`src/rtl/tanh_q_pkg.sv`:
```
package tanh_q_pkg;

    // Where an input lands on the piecewise curve
    typedef enum logic [1:0] {
        RG_SAT_HI   = 2'd0,
        RG_SAT_LO   = 2'd1,
        RG_POLY_POS = 2'd2,
        RG_POLY_NEG = 2'd3
    } region_e;

endpackage

```
`src/rtl/tanh_q_region.sv`:
```
module tanh_q_region
    import tanh_q_pkg::*;
#(
    parameter int IN_W    = 8,
    parameter int IN_FRAC = 4,
    parameter int SAT_INT = 2
) (
    input  logic [IN_W-1:0] x,
    output region_e         region,
    output logic [IN_W-1:0] mag
);
    localparam int SAT_LSB = SAT_INT << IN_FRAC;
    localparam logic signed [IN_W:0] SAT_P = (IN_W+1)'(SAT_LSB);
    localparam logic signed [IN_W:0] SAT_N = -SAT_P;

    logic signed [IN_W:0] x_ext;

    always_comb begin
        x_ext = {x[IN_W-1], x};
        if (x_ext >= SAT_P) begin
            region = RG_SAT_HI;
        end else if (x_ext <= SAT_N) begin
            region = RG_SAT_LO;
        end else if (x[IN_W-1]) begin
            region = RG_POLY_NEG;
        end else begin
            region = RG_POLY_POS;
        end
        mag = x[IN_W-1] ? (~x + 1'b1) : x;
    end
endmodule

```
`src/rtl/tanh_q_poly.sv`:
```
module tanh_q_poly #(
    parameter int IN_W        = 8,
    parameter int IN_FRAC     = 4,
    parameter int OUT_W       = 8,
    parameter int OUT_FRAC    = 6,
    parameter int THETA_SHIFT = 2
) (
    input  logic [IN_W-1:0]  mag,
    output logic [OUT_W-1:0] val
);
    localparam int WI     = 2*IN_W + 2;
    localparam int SH_LIN = OUT_FRAC - IN_FRAC;
    localparam int SH_SQ  = 2*IN_FRAC - OUT_FRAC + THETA_SHIFT;

    logic [WI-1:0] lin;
    logic [WI-1:0] sq;
    logic [WI-1:0] diff;

    // m*(1 - m/4) in output LSBs: linear term by shift, quadratic by square and shift
    always_comb begin
        lin  = WI'(mag) << SH_LIN;
        sq   = WI'(mag) * WI'(mag);
        diff = lin - (sq >> SH_SQ);
        val  = diff[OUT_W-1:0];
    end
endmodule

```
`src/rtl/tanh_q_unit.sv`:
```
module tanh_q_unit
    import tanh_q_pkg::*;
#(
    parameter int IN_W        = 8,
    parameter int IN_FRAC     = 4,
    parameter int OUT_W       = 8,
    parameter int OUT_FRAC    = 6,
    parameter int SAT_INT     = 2,
    parameter int THETA_SHIFT = 2
) (
    input  logic             clk,
    input  logic             rst_n,
    input  logic             in_valid,
    input  logic [IN_W-1:0]  in_acc,
    output logic             out_valid,
    output logic [OUT_W-1:0] out_act
);
    localparam logic [OUT_W-1:0] ONE_Q  = OUT_W'(1) << OUT_FRAC;
    localparam logic [OUT_W-1:0] MONE_Q = ~ONE_Q + 1'b1;

    region_e          region;
    logic [IN_W-1:0]  mag;
    logic [OUT_W-1:0] poly_val;
    logic [OUT_W-1:0] act_nxt;

    tanh_q_region #(
        .IN_W(IN_W), .IN_FRAC(IN_FRAC), .SAT_INT(SAT_INT)
    ) u_region (
        .x(in_acc), .region(region), .mag(mag)
    );

    tanh_q_poly #(
        .IN_W(IN_W), .IN_FRAC(IN_FRAC), .OUT_W(OUT_W),
        .OUT_FRAC(OUT_FRAC), .THETA_SHIFT(THETA_SHIFT)
    ) u_poly (
        .mag(mag), .val(poly_val)
    );

    always_comb begin
        unique case (region)
            RG_SAT_HI:   act_nxt = ONE_Q;
            RG_SAT_LO:   act_nxt = MONE_Q;
            RG_POLY_POS: act_nxt = poly_val;
            RG_POLY_NEG: act_nxt = ~poly_val + 1'b1;
            default:     act_nxt = '0;
        endcase
    end

    always_ff @(posedge clk or negedge rst_n) begin
        if (!rst_n) begin
            out_valid <= 1'b0;
            out_act   <= '0;
        end else begin
            out_valid <= in_valid;
            if (in_valid) begin
                out_act <= act_nxt;
            end
        end
    end
endmodule

```
`config.mk`:
```
export PLATFORM = sky130hd
export DESIGN_NAME = tanh_q_unit
export DESIGN_NICKNAME = d
export VERILOG_FILES = /design/src/rtl/tanh_q_pkg.sv /design/src/rtl/tanh_q_region.sv /design/src/rtl/tanh_q_poly.sv /design/src/rtl/tanh_q_unit.sv
export SDC_FILE = /design/constraint.sdc
export NUM_CORES = 1
export LEC_CHECK = 0
export BUFFER_PORTS_ARGS = -buffer_cell sky130_fd_sc_hd__buf_2
export CAP_MARGIN = 10
export CORE_ASPECT_RATIO = 2
export CORE_UTILIZATION = 65
export DETAILED_ROUTE_END_ITERATION = 8
export GPL_ROUTABILITY_DRIVEN = 0
export PLACE_DENSITY = 0.94
export SYNTH_ARGS = -nofsm -noshare
export SYNTH_HDL_FRONTEND = slang
export SYNTH_SLANG_ARGS = --single-unit
```
`constraint.sdc`:
```
create_clock -name clk -period 1.85 [get_ports clk]
set_clock_uncertainty 0.15 [all_clocks]
set_input_delay 0.2775 -clock clk [delete_from_list [all_inputs] [get_ports clk]]
set_output_delay 0.2775 -clock clk [all_outputs]
set_load 0.03 [all_outputs]
```
==> results.yml, run 1 <==
status:
  status: "stopped before the end"
  stop_stage: "detailed placement (3_5_place_dp)"
  error: "[ERROR DPL-0033] detailed placement checks failed during check placement."
placed_design:
  dp_hpwl_mm: 6.977
  io_buffers: 19
logic_synthesis:
  ys_types: 37
  synth_edf_count: 0
  avgSynthCellArea_um2: 8.169
  yosysTopAreaCell: "fa_1"
  syn_inst: 257
  ys.flop_type: "dfrtp_1"
  yosysTopAreaCellShare_pct: 20.02
  ys_seq_elements: 9
  netlist_area_mm2: 0.002100
  synth_seq_area_share_pct: 10.73
  synthTopCellsByArea: "fa_1 20%, ha_1 15%, dfrtp_1 11%"
  yosysWarnings: 0
  ys_async_sr_fraction_pct: 100.0
floorplanning:
  ios: 20
  die_y_um: 82.38
  fp.dieW_um: 42.19
  num_rows: 28
  start_util_pct: 69.68
-- kinds of logic after synthesis --
logic type | count (synthesis) | synth area share [%]
adder cells (fa/ha/maj) | 46 | 34.92
other | 1 | 0.1786
XOR/XNOR | 33 | 13.77
flip-flops | 9 | 10.73
AO/OA/AOI/OAI | 51 | 16.75
AND/OR/NAND/NOR | 63 | 14.00
buffers and inverters | 54 | 9.654
-- synth_stat cells (2+ instances only) --
cell,instances
inv_1,51
ha_1,25
nor2_1,25
fa_1,21
a21oi_1,18
nand2_1,18
xnor2_1,17
xor2_1,16
dfrtp_1,9
o22ai_1,6
a21o_1,5
nor3_1,5
o21ai_0,5
nand4_1,4
a31oi_1,3
o31ai_1,3
clkbuf_1,2
nand2b_1,2
nor2b_1,2
o21a_1,2
or2_2,2
-- per-stage QoR --
step	hold WS (ns)	std cells	TNS [ns]
2_1_floorplan	-0.1681	261	-20.23
3_3_place_gp	-0.01904	376	-24.86
==> inputs of run 2 (changes only) <==
--- a/config.mk
+++ b/config.mk
@@ -7,11 +7,10 @@
 export LEC_CHECK = 0
 export BUFFER_PORTS_ARGS = -buffer_cell sky130_fd_sc_hd__buf_2
 export CAP_MARGIN = 10
-export CORE_ASPECT_RATIO = 2
-export CORE_UTILIZATION = 65
+export CORE_UTILIZATION = 40
 export DETAILED_ROUTE_END_ITERATION = 8
 export GPL_ROUTABILITY_DRIVEN = 0
-export PLACE_DENSITY = 0.94
+export PLACE_DENSITY_LB_ADDON = 0.15
 export SYNTH_ARGS = -nofsm -noshare
 export SYNTH_HDL_FRONTEND = slang
 export SYNTH_SLANG_ARGS = --single-unit
==> results.yml, run 2 <==
clock_tree:
  root_buffer: "clkbuf_8"
  htree_levels: 1
  tritoncts: "yes"
  cts_sinks: 9
  clk_pin_slew_worst_paths_ns: 0.04
  clockBufferDepth: 2
  numCtsBuffers: 3
  worstSkewPairLatency_ns: 0.23
critical_path:
  reg2reg_depth: 2
  crit_type: "input pin to register"
  timing.critical_path.mode_cell: "fa_1"
  worstPathArrival_ns: 5.29
  cpPeakStageDelay_ns: 0.53
  cp_cell_sequence: "buf_8 -> or3_4 -> o311a_4 -> nor2_4 -> nor2_4 -> fa_1 -> inv_1 -> fa_1 -> fa_1 -> fa_1 -> inv_2 -> ha_4 -> xnor2_1 -> ha_1 -> a21oi_2 -> nand2_2 -> xor2_4 -> o41ai_4 -> xnor2_1 -> a31oi_1"
  cp.required_ns: 1.80
  startpoint_type: "input pin"
  cp_max_fo: 4
  cp-end-kind: "register"
  crit_slowest_cell: "fa_1"
timing:
  hold_viol: 0
  min_period_ns: 5.336
  final_max_slew_viol_count: 0
  setup_violations: 8
  fmax_mhz: 187.4
  finalCritPeriodShare_pct: 288.4
  grt_setup_unrepaired: "yes"
  fin_ws_ns: -3.486
drt:
  vias_per_cell: 4.747
  ant_nets: 0
  drtPass1Iterations: 4
  vias: 2060
  drc: 0
  first_iter_violations: 46
  drt_wl_total_mm: 5.113
  avgRoutedWirePerCell_um: 11.78
logic_synthesis:
  synthTopCellsByArea: "fa_1 20%, ha_1 15%, dfrtp_1 11%"
  ys_types: 37
  ys.flop_type: "dfrtp_1"
  yosysMostFrequentCell: "inv_1"
  yosysTopAreaCellShare_pct: 20.02
  avgSynthCellArea_um2: 8.169
  synth.top_cells.by_count: "51 x inv_1, 25 x ha_1, 25 x nor2_1"
  ys_async_sr_fraction_pct: 100.0
  yosysWarnings: 0
  synth_seq_area_share_pct: 10.73
  synth_edf_count: 0
  yosysTopAreaCell: "fa_1"
  netlist_area_mm2: 0.002100
  ys_seq_elements: 9
  syn_inst: 257
status:
  status: "complete, but fails checks"
  violations: "setup timing"
layout:
  fin_nets: 422
  drive_above_1_share_pct: 47.25
  final_cell_mix: "80 x buf_4, 45 x inv_1, 20 x fa_1"
  fin_area_mm2: 0.003366
  reg_top3: "out_act (8), out_valid (1)"
  final_core_util_pct: 66.32
  area_delta_synth_final_pct: 60.31
  final_common_cell: "buf_4"
  antennaDiodeCount: 0
  regMostFlops: "out_act"
  largest_reg_flops: 8
floorplanning:
  fp.dieW_um: 74.45
  design.core.area_mm2: 0.005075
  die-area_mm2: 0.005543
  ios: 20
  start_util_pct: 41.37
  die_y_um: 74.45
  num_rows: 26
global_route:
  grt_antenna_before_repair: 0
  grt_pass1_wl_mm: 8.597
  grt_usage_pct: 20.17
  first_global_vias: 2037
  grt_overflow: 0
  grt_max_degree: 15
min_path:
  worstHoldPathType: "input pin to register"
  hold_depth: 1
placed_design:
  placed_cell_area_mm2: 0.003027
  dp_hpwl_mm: 4.377
  io_buffers: 19
run:
  cap_viol_max_count: 0
## run 2: area by class of cell
| cell class | instances | area (um^2) |
|---|---|---|
| tap | 70 | 87.58 |
| multi-input combinational | 198 | 2061 |
| inverter | 51 | 193.9 |
| sequential | 9 | 225.2 |
| fill | 437 | 1709 |
| timing repair buffer | 102 | 753.2 |
| clock buffer | 4 | 45.04 |
## run 2: cell families (layout without fill, tap and decap cells)
group                    count (synthesis)  in the layout  share of synthesized area, %
other                                    1              5                        0.1786
AND/OR/NAND/NOR                         63             63                         14.00
buffers and inverters                   54            157                         9.654
XOR/XNOR                                33             33                         13.77
AO/OA/AOI/OAI                           51             51                         16.75
adder cells (fa/ha/maj)                 46             46                         34.92
flip-flops                               9              9                         10.73
## run 2: worst paths after layout
path,from,to,slack [ns]
min in group asynchronous,rst_n,out_act[0],0.29
worst min register to register,out_act[6],out_act[6],0.35
worst min-delay path,in_valid,out_valid,0.16
worst max register to register,out_act[7],out_act[7],1.01
max in group asynchronous,rst_n,out_valid,1.09
worst max-delay path,in_acc[0],out_act[7],-3.49
## run 2: worst max-delay path, delay by kind of cell
kind / cells / cell delay [ns]
xor gates and xnor gates: 3 / 0.44
adders and majority gates: 6 / 2.64
AOI/OAI and AO/OA: 4 / 0.97
and+or+nand+nor: 4 / 0.75
buffers and inverters: 3 / 0.19
## run 2: layer usage
layer,GRT usage (%),vias up,part of all wire [%]
met5,0,-,0
met4,3.983,0,1.6
met3,1.220,6,1.5
met1,22.55,972,40
met2,41.24,36,57
li1,-,1046,-
## run 2: through the flow
| stage | std cells | setup slack [ns] | setup TNS [ns] | hold WS [ns] |
|---|---|---|---|---|
| 2_1_floorplan | 261 | -3.446 | -20.23 | -0.1681 |
| 3_3_place_gp | 418 | -3.904 | -25.24 | -0.01531 |
| 3_5_place_dp | 418 | -3.969 | -25.66 | -0.01352 |
| 4_1_cts | 430 | -3.462 | -23.18 | 0.1453 |
| 5_1_grt | 434 | -3.757 | -24.65 | 0.1653 |
| 6_report | 434 | -3.486 | -22.93 | 0.1587 |
## run 2: what timing repair did
action,in CTS,in global routing
endpoints found under the setup margin,8,8
pin swaps,27,28
hold buffers,1,0
endpoints found under the hold margin,9,0
gates resized for setup,17,29
setup buffers,7,4
Power of run 2 is not shown: default switching activity piles up to over one toggle a cycle in this logic, so the estimate is an artifact.
==> inputs of run 3 (changes only) <==
--- a/config.mk
+++ b/config.mk
@@ -7,10 +7,11 @@
 export LEC_CHECK = 0
 export BUFFER_PORTS_ARGS = -buffer_cell sky130_fd_sc_hd__buf_2
 export CAP_MARGIN = 10
-export CORE_UTILIZATION = 40
+export CORE_UTILIZATION = 25
 export DETAILED_ROUTE_END_ITERATION = 8
 export GPL_ROUTABILITY_DRIVEN = 0
 export PLACE_DENSITY_LB_ADDON = 0.15
+export SLEW_MARGIN = 20
 export SYNTH_ARGS = -nofsm -noshare
 export SYNTH_HDL_FRONTEND = slang
 export SYNTH_SLANG_ARGS = --single-unit
==> results.yml, run 3 (synthesis gave the netlist of run 2 again) <==
critical_path:
  crit_slowest_cell: "fa_1"
  cp.required_ns: 1.80
  r2r-end: "out_act[7]"
  startpoint_type: "input pin"
  cp-end-kind: "register"
  timing.critical_path.mode_cell: "fa_1"
  cp_cell_sequence: "buf_8 -> or3_4 -> o311a_4 -> nor2_4 -> inv_2 -> nand2_2 -> inv_1 -> fa_1 -> inv_1 -> fa_1 -> fa_1 -> inv_1 -> fa_1 -> ha_4 -> xor2_1 -> ha_4 -> a21boi_2 -> o22ai_2 -> xnor2_1 -> xnor2_1 -> xnor2_1 -> a31oi_1"
  r2r-start: "out_act[7]"
  reg2reg_depth: 2
  crit_type: "input pin to register"
  rrSetupSlack_ns: 0.99
  cpPeakStageDelay_ns: 0.55
  critPathCapture: "out_act[7]"
  setup.worst_path.start: "in_acc[2]"
  cp_max_fo: 4
  worstPathArrival_ns: 5.20
timing:
  fin_hold_ws_ns: 0.1541
  finalCritPeriodShare_pct: 283.8
  min_period_ns: 5.250
  setup_violations: 8
  final_max_slew_viol_count: 0
  setup_tns_ns: -22.21
  grt_setup_unrepaired: "yes"
  fin_ws_ns: -3.400
  hold_viol: 0
  fmax_mhz: 190.5
global_route:
  grt_usage_pct: 14.65
  gr-usage-met1_pct: 17.64
  grt_pass1_wl_mm: 9.929
  grtUsageMet3_pct: 0.5691
  grt_overflow: 0
  grt_max_degree: 15
  first_global_vias: 2151
  grt_antenna_before_repair: 0
  met2_usage_pct: 28.06
  top_usage_layer: "met2"
layout:
  final_cell_mix: "80 x buf_4, 41 x inv_1, 20 x fa_1"
  final_common_cell: "buf_4"
  reg_top3: "out_act (8), out_valid (1)"
  fin_nets: 425
  regMostFlops: "out_act"
  antennaDiodeCount: 0
  drive_above_1_share_pct: 49.32
  final_core_util_pct: 42.64
  largest_reg_flops: 8
  area_delta_synth_final_pct: 66.03
  final.fill_count: 853
drt:
  vias: 2041
  avgRoutedWirePerCell_um: 12.64
  ant_nets: 0
  drc: 2
  first_iter_violations: 32
  drtPass1Iterations: 6
  drt_wl_total_mm: 5.964
  vias_per_cell: 4.324
placed_design:
  dp_hpwl_mm: 5.119
  io_buffers: 19
  pre_cts_ws_ns: -3.924
min_path:
  worstHoldPathType: "input pin to register"
clock_tree:
  worstSkewPairLatency_ns: 0.23
  root_buffer: "clkbuf_8"
  tritoncts: "yes"
  clk_pin_slew_worst_paths_ns: 0.05
  htree_levels: 1
  numCtsBuffers: 3
  clockBufferDepth: 2
  cts_sinks: 9
floorplanning:
  die_y_um: 93.64
  fp.dieW_um: 93.64
  num_rows: 33
  ios: 20
  start_util_pct: 25.68
  die-area_mm2: 0.008768
  design.core.area_mm2: 0.008175
status:
  violations: "DRC, setup timing"
  status: "complete, but fails checks"
run:
  cap_viol_max_count: 0
==> run 3: changes by cell type in the layout (fill, tap and decap cells not counted), sizes merged <==
cell  previous run  this run
buf            101       104
==> run 3: layer usage <==
metal,part of all wire [%],vias to the layer above
li1,-,1050
met3,0.72,7
met5,0,-
met4,1.7,0
met2,54,19
met1,43,965
==> run 3: per-stage QoR <==
stage	instance area, um^2	instances
2_1_floorplan	2321	261
3_3_place_gp	3080	456
3_5_place_dp	3080	456
4_1_cts	3357	471
5_1_grt	3486	472
6_report	3486	472
==> run 3: layout make-up <==
| cell class | instances | area [um^2] | area share, % |
|---|---|---|---|
| inverters | 51 | 193.9 | 5.564 |
| clock buffers | 4 | 45.04 | 1.292 |
| repair buffers | 105 | 788.3 | 22.61 |
| flip-flops and latches | 9 | 225.2 | 6.461 |
| well taps | 105 | 131.4 | 3.769 |
| multi-input cells | 198 | 2102 | 60.30 |
==> run 3: worst min path at each step <==
stage	start	to	slack, ns	cells after the start
2_1_floorplan	rst_n	out_act[0]	-0.17	0
3_3_place_gp	rst_n	out_act[3]	-0.01	1
3_5_place_dp	rst_n	out_act[4]	-0.005	1
4_1_cts	in_valid	out_valid	0.15	1
5_1_grt	in_valid	out_valid	0.16	1
6_report	in_valid	out_valid	0.15	1
==> run 3: what timing repair did <==
item / CTS / global route
pin swaps: 42 / 37
resized for setup: 39 / 26
endpoints found under the hold margin: 9 / 0
endpoints found under the setup margin: 8 / 8
hold buffers: 1 / 0
setup buffers: 10 / 2
==> run 3: worst max-delay path, delay by kind of cell <==
kind                       cells  cell delay, ns
AOI/OAI and AO/OA              4            0.75
adders and majority gates      6            2.56
and+or+nand+nor                3            0.62
buffers and inverters          5            0.31
xor gates and xnor gates       4            0.68
Power of run 3 is left out for the same reason.
==> inputs of run 4 (changes only) <==
--- a/config.mk
+++ b/config.mk
@@ -7,8 +7,9 @@
 export LEC_CHECK = 0
 export BUFFER_PORTS_ARGS = -buffer_cell sky130_fd_sc_hd__buf_2
 export CAP_MARGIN = 10
-export CORE_UTILIZATION = 25
+export CORE_AREA = 2 2 63 65
 export DETAILED_ROUTE_END_ITERATION = 8
+export DIE_AREA = 0 0 65 67
 export GPL_ROUTABILITY_DRIVEN = 0
 export PLACE_DENSITY_LB_ADDON = 0.15
 export SLEW_MARGIN = 20
==> results.yml, run 4 <==
logic_synthesis:
  syn_inst: 257
  synth_top_family_by_area: "adder cells"
  ys.flop_type: "dfrtp_1"
  netlist_area_mm2: 0.002100
  yosysTopAreaCellShare_pct: 20.02
  ys_async_sr_fraction_pct: 100.0
  avgSynthCellArea_um2: 8.169
  ys_seq_elements: 9
  synthAdderAreaFrac_pct: 34.92
  synth.top_cells.by_count: "51 x inv_1, 25 x ha_1, 25 x nor2_1"
  synth_xor_area_share_pct: 13.77
  yosysMostFrequentCell: "inv_1"
  yosysTopAreaCell: "fa_1"
  synth-compound-area-share_pct: 16.75
  synth_edf_count: 0
  synth_mux_area_share_pct: 0
  synth_seq_area_share_pct: 10.73
  yosysWarnings: 0
  synthTopCellsByArea: "fa_1 20%, ha_1 15%, dfrtp_1 11%"
  yosys.area_share.simple_pct: 14.00
  ys_types: 37
global_route:
  grt_usage_pct: 76.03
  grt_overflow: 148
  grt_max_degree: 15
clock_tree:
  cts_sinks: 9
  root_buffer: "clkbuf_8"
  clockBufferDepth: 2
  numCtsBuffers: 3
  htree_levels: 1
status:
  stop_stage: "global routing (5_1_grt)"
  error: "[ERROR GRT-0232] Routing congestion too high. Check the congestion heatmap in the GUI."
  status: "stopped before the end"
placed_design:
  io_buffers: 19
  pre_cts_ws_ns: -3.927
  placed_cell_area_mm2: 0.002954
  dp_hpwl_mm: 4.465
timing:
  worstEpCategory: "register data pin"
  grt-worst-endpoint: "out_act[7]$_DFFE_PN0P_/D"
floorplanning:
  fp.dieW_um: 65
  ios: 20
  num_rows: 22
  die_y_um: 67
  start_util_pct: 58.22
[run 4: logic make-up after synthesis]
| logic type | Yosys count |
|---|---|
| buffers and inverters | 54 |
| adder cells (fa/ha/maj) | 46 |
| AO/OA/AOI/OAI | 51 |
| other | 1 |
| XOR/XNOR | 33 |
| AND/OR/NAND/NOR | 63 |
| flip-flops | 9 |
[run 4: timing repair]
| item | 4_1_cts |
|---|---|
| gates cloned | 0 |
| endpoints found under the setup margin | 8 |
| resized for setup | 45 |
| buffers inserted | 9 |
| pin swaps | 36 |
| hold endpoints to repair | 9 |
| hold buffers | 1 |
[run 4: metal layers]
| layer | global-route usage (%) | GRT overflow |
|---|---|---|
| met1 | 66.74 | 0 |
| met4 | 104.8 | 71 |
| met3 | 47.13 | 1 |
| met2 | 102.1 | 76 |
| met5 | 4.167 | 0 |
[run 4: per-stage QoR]
stage	cells	utilization, %
4_1_cts	403	90.25
3_5_place_dp	390	81.92
3_3_place_gp	390	81.92
2_1_floorplan	261	-
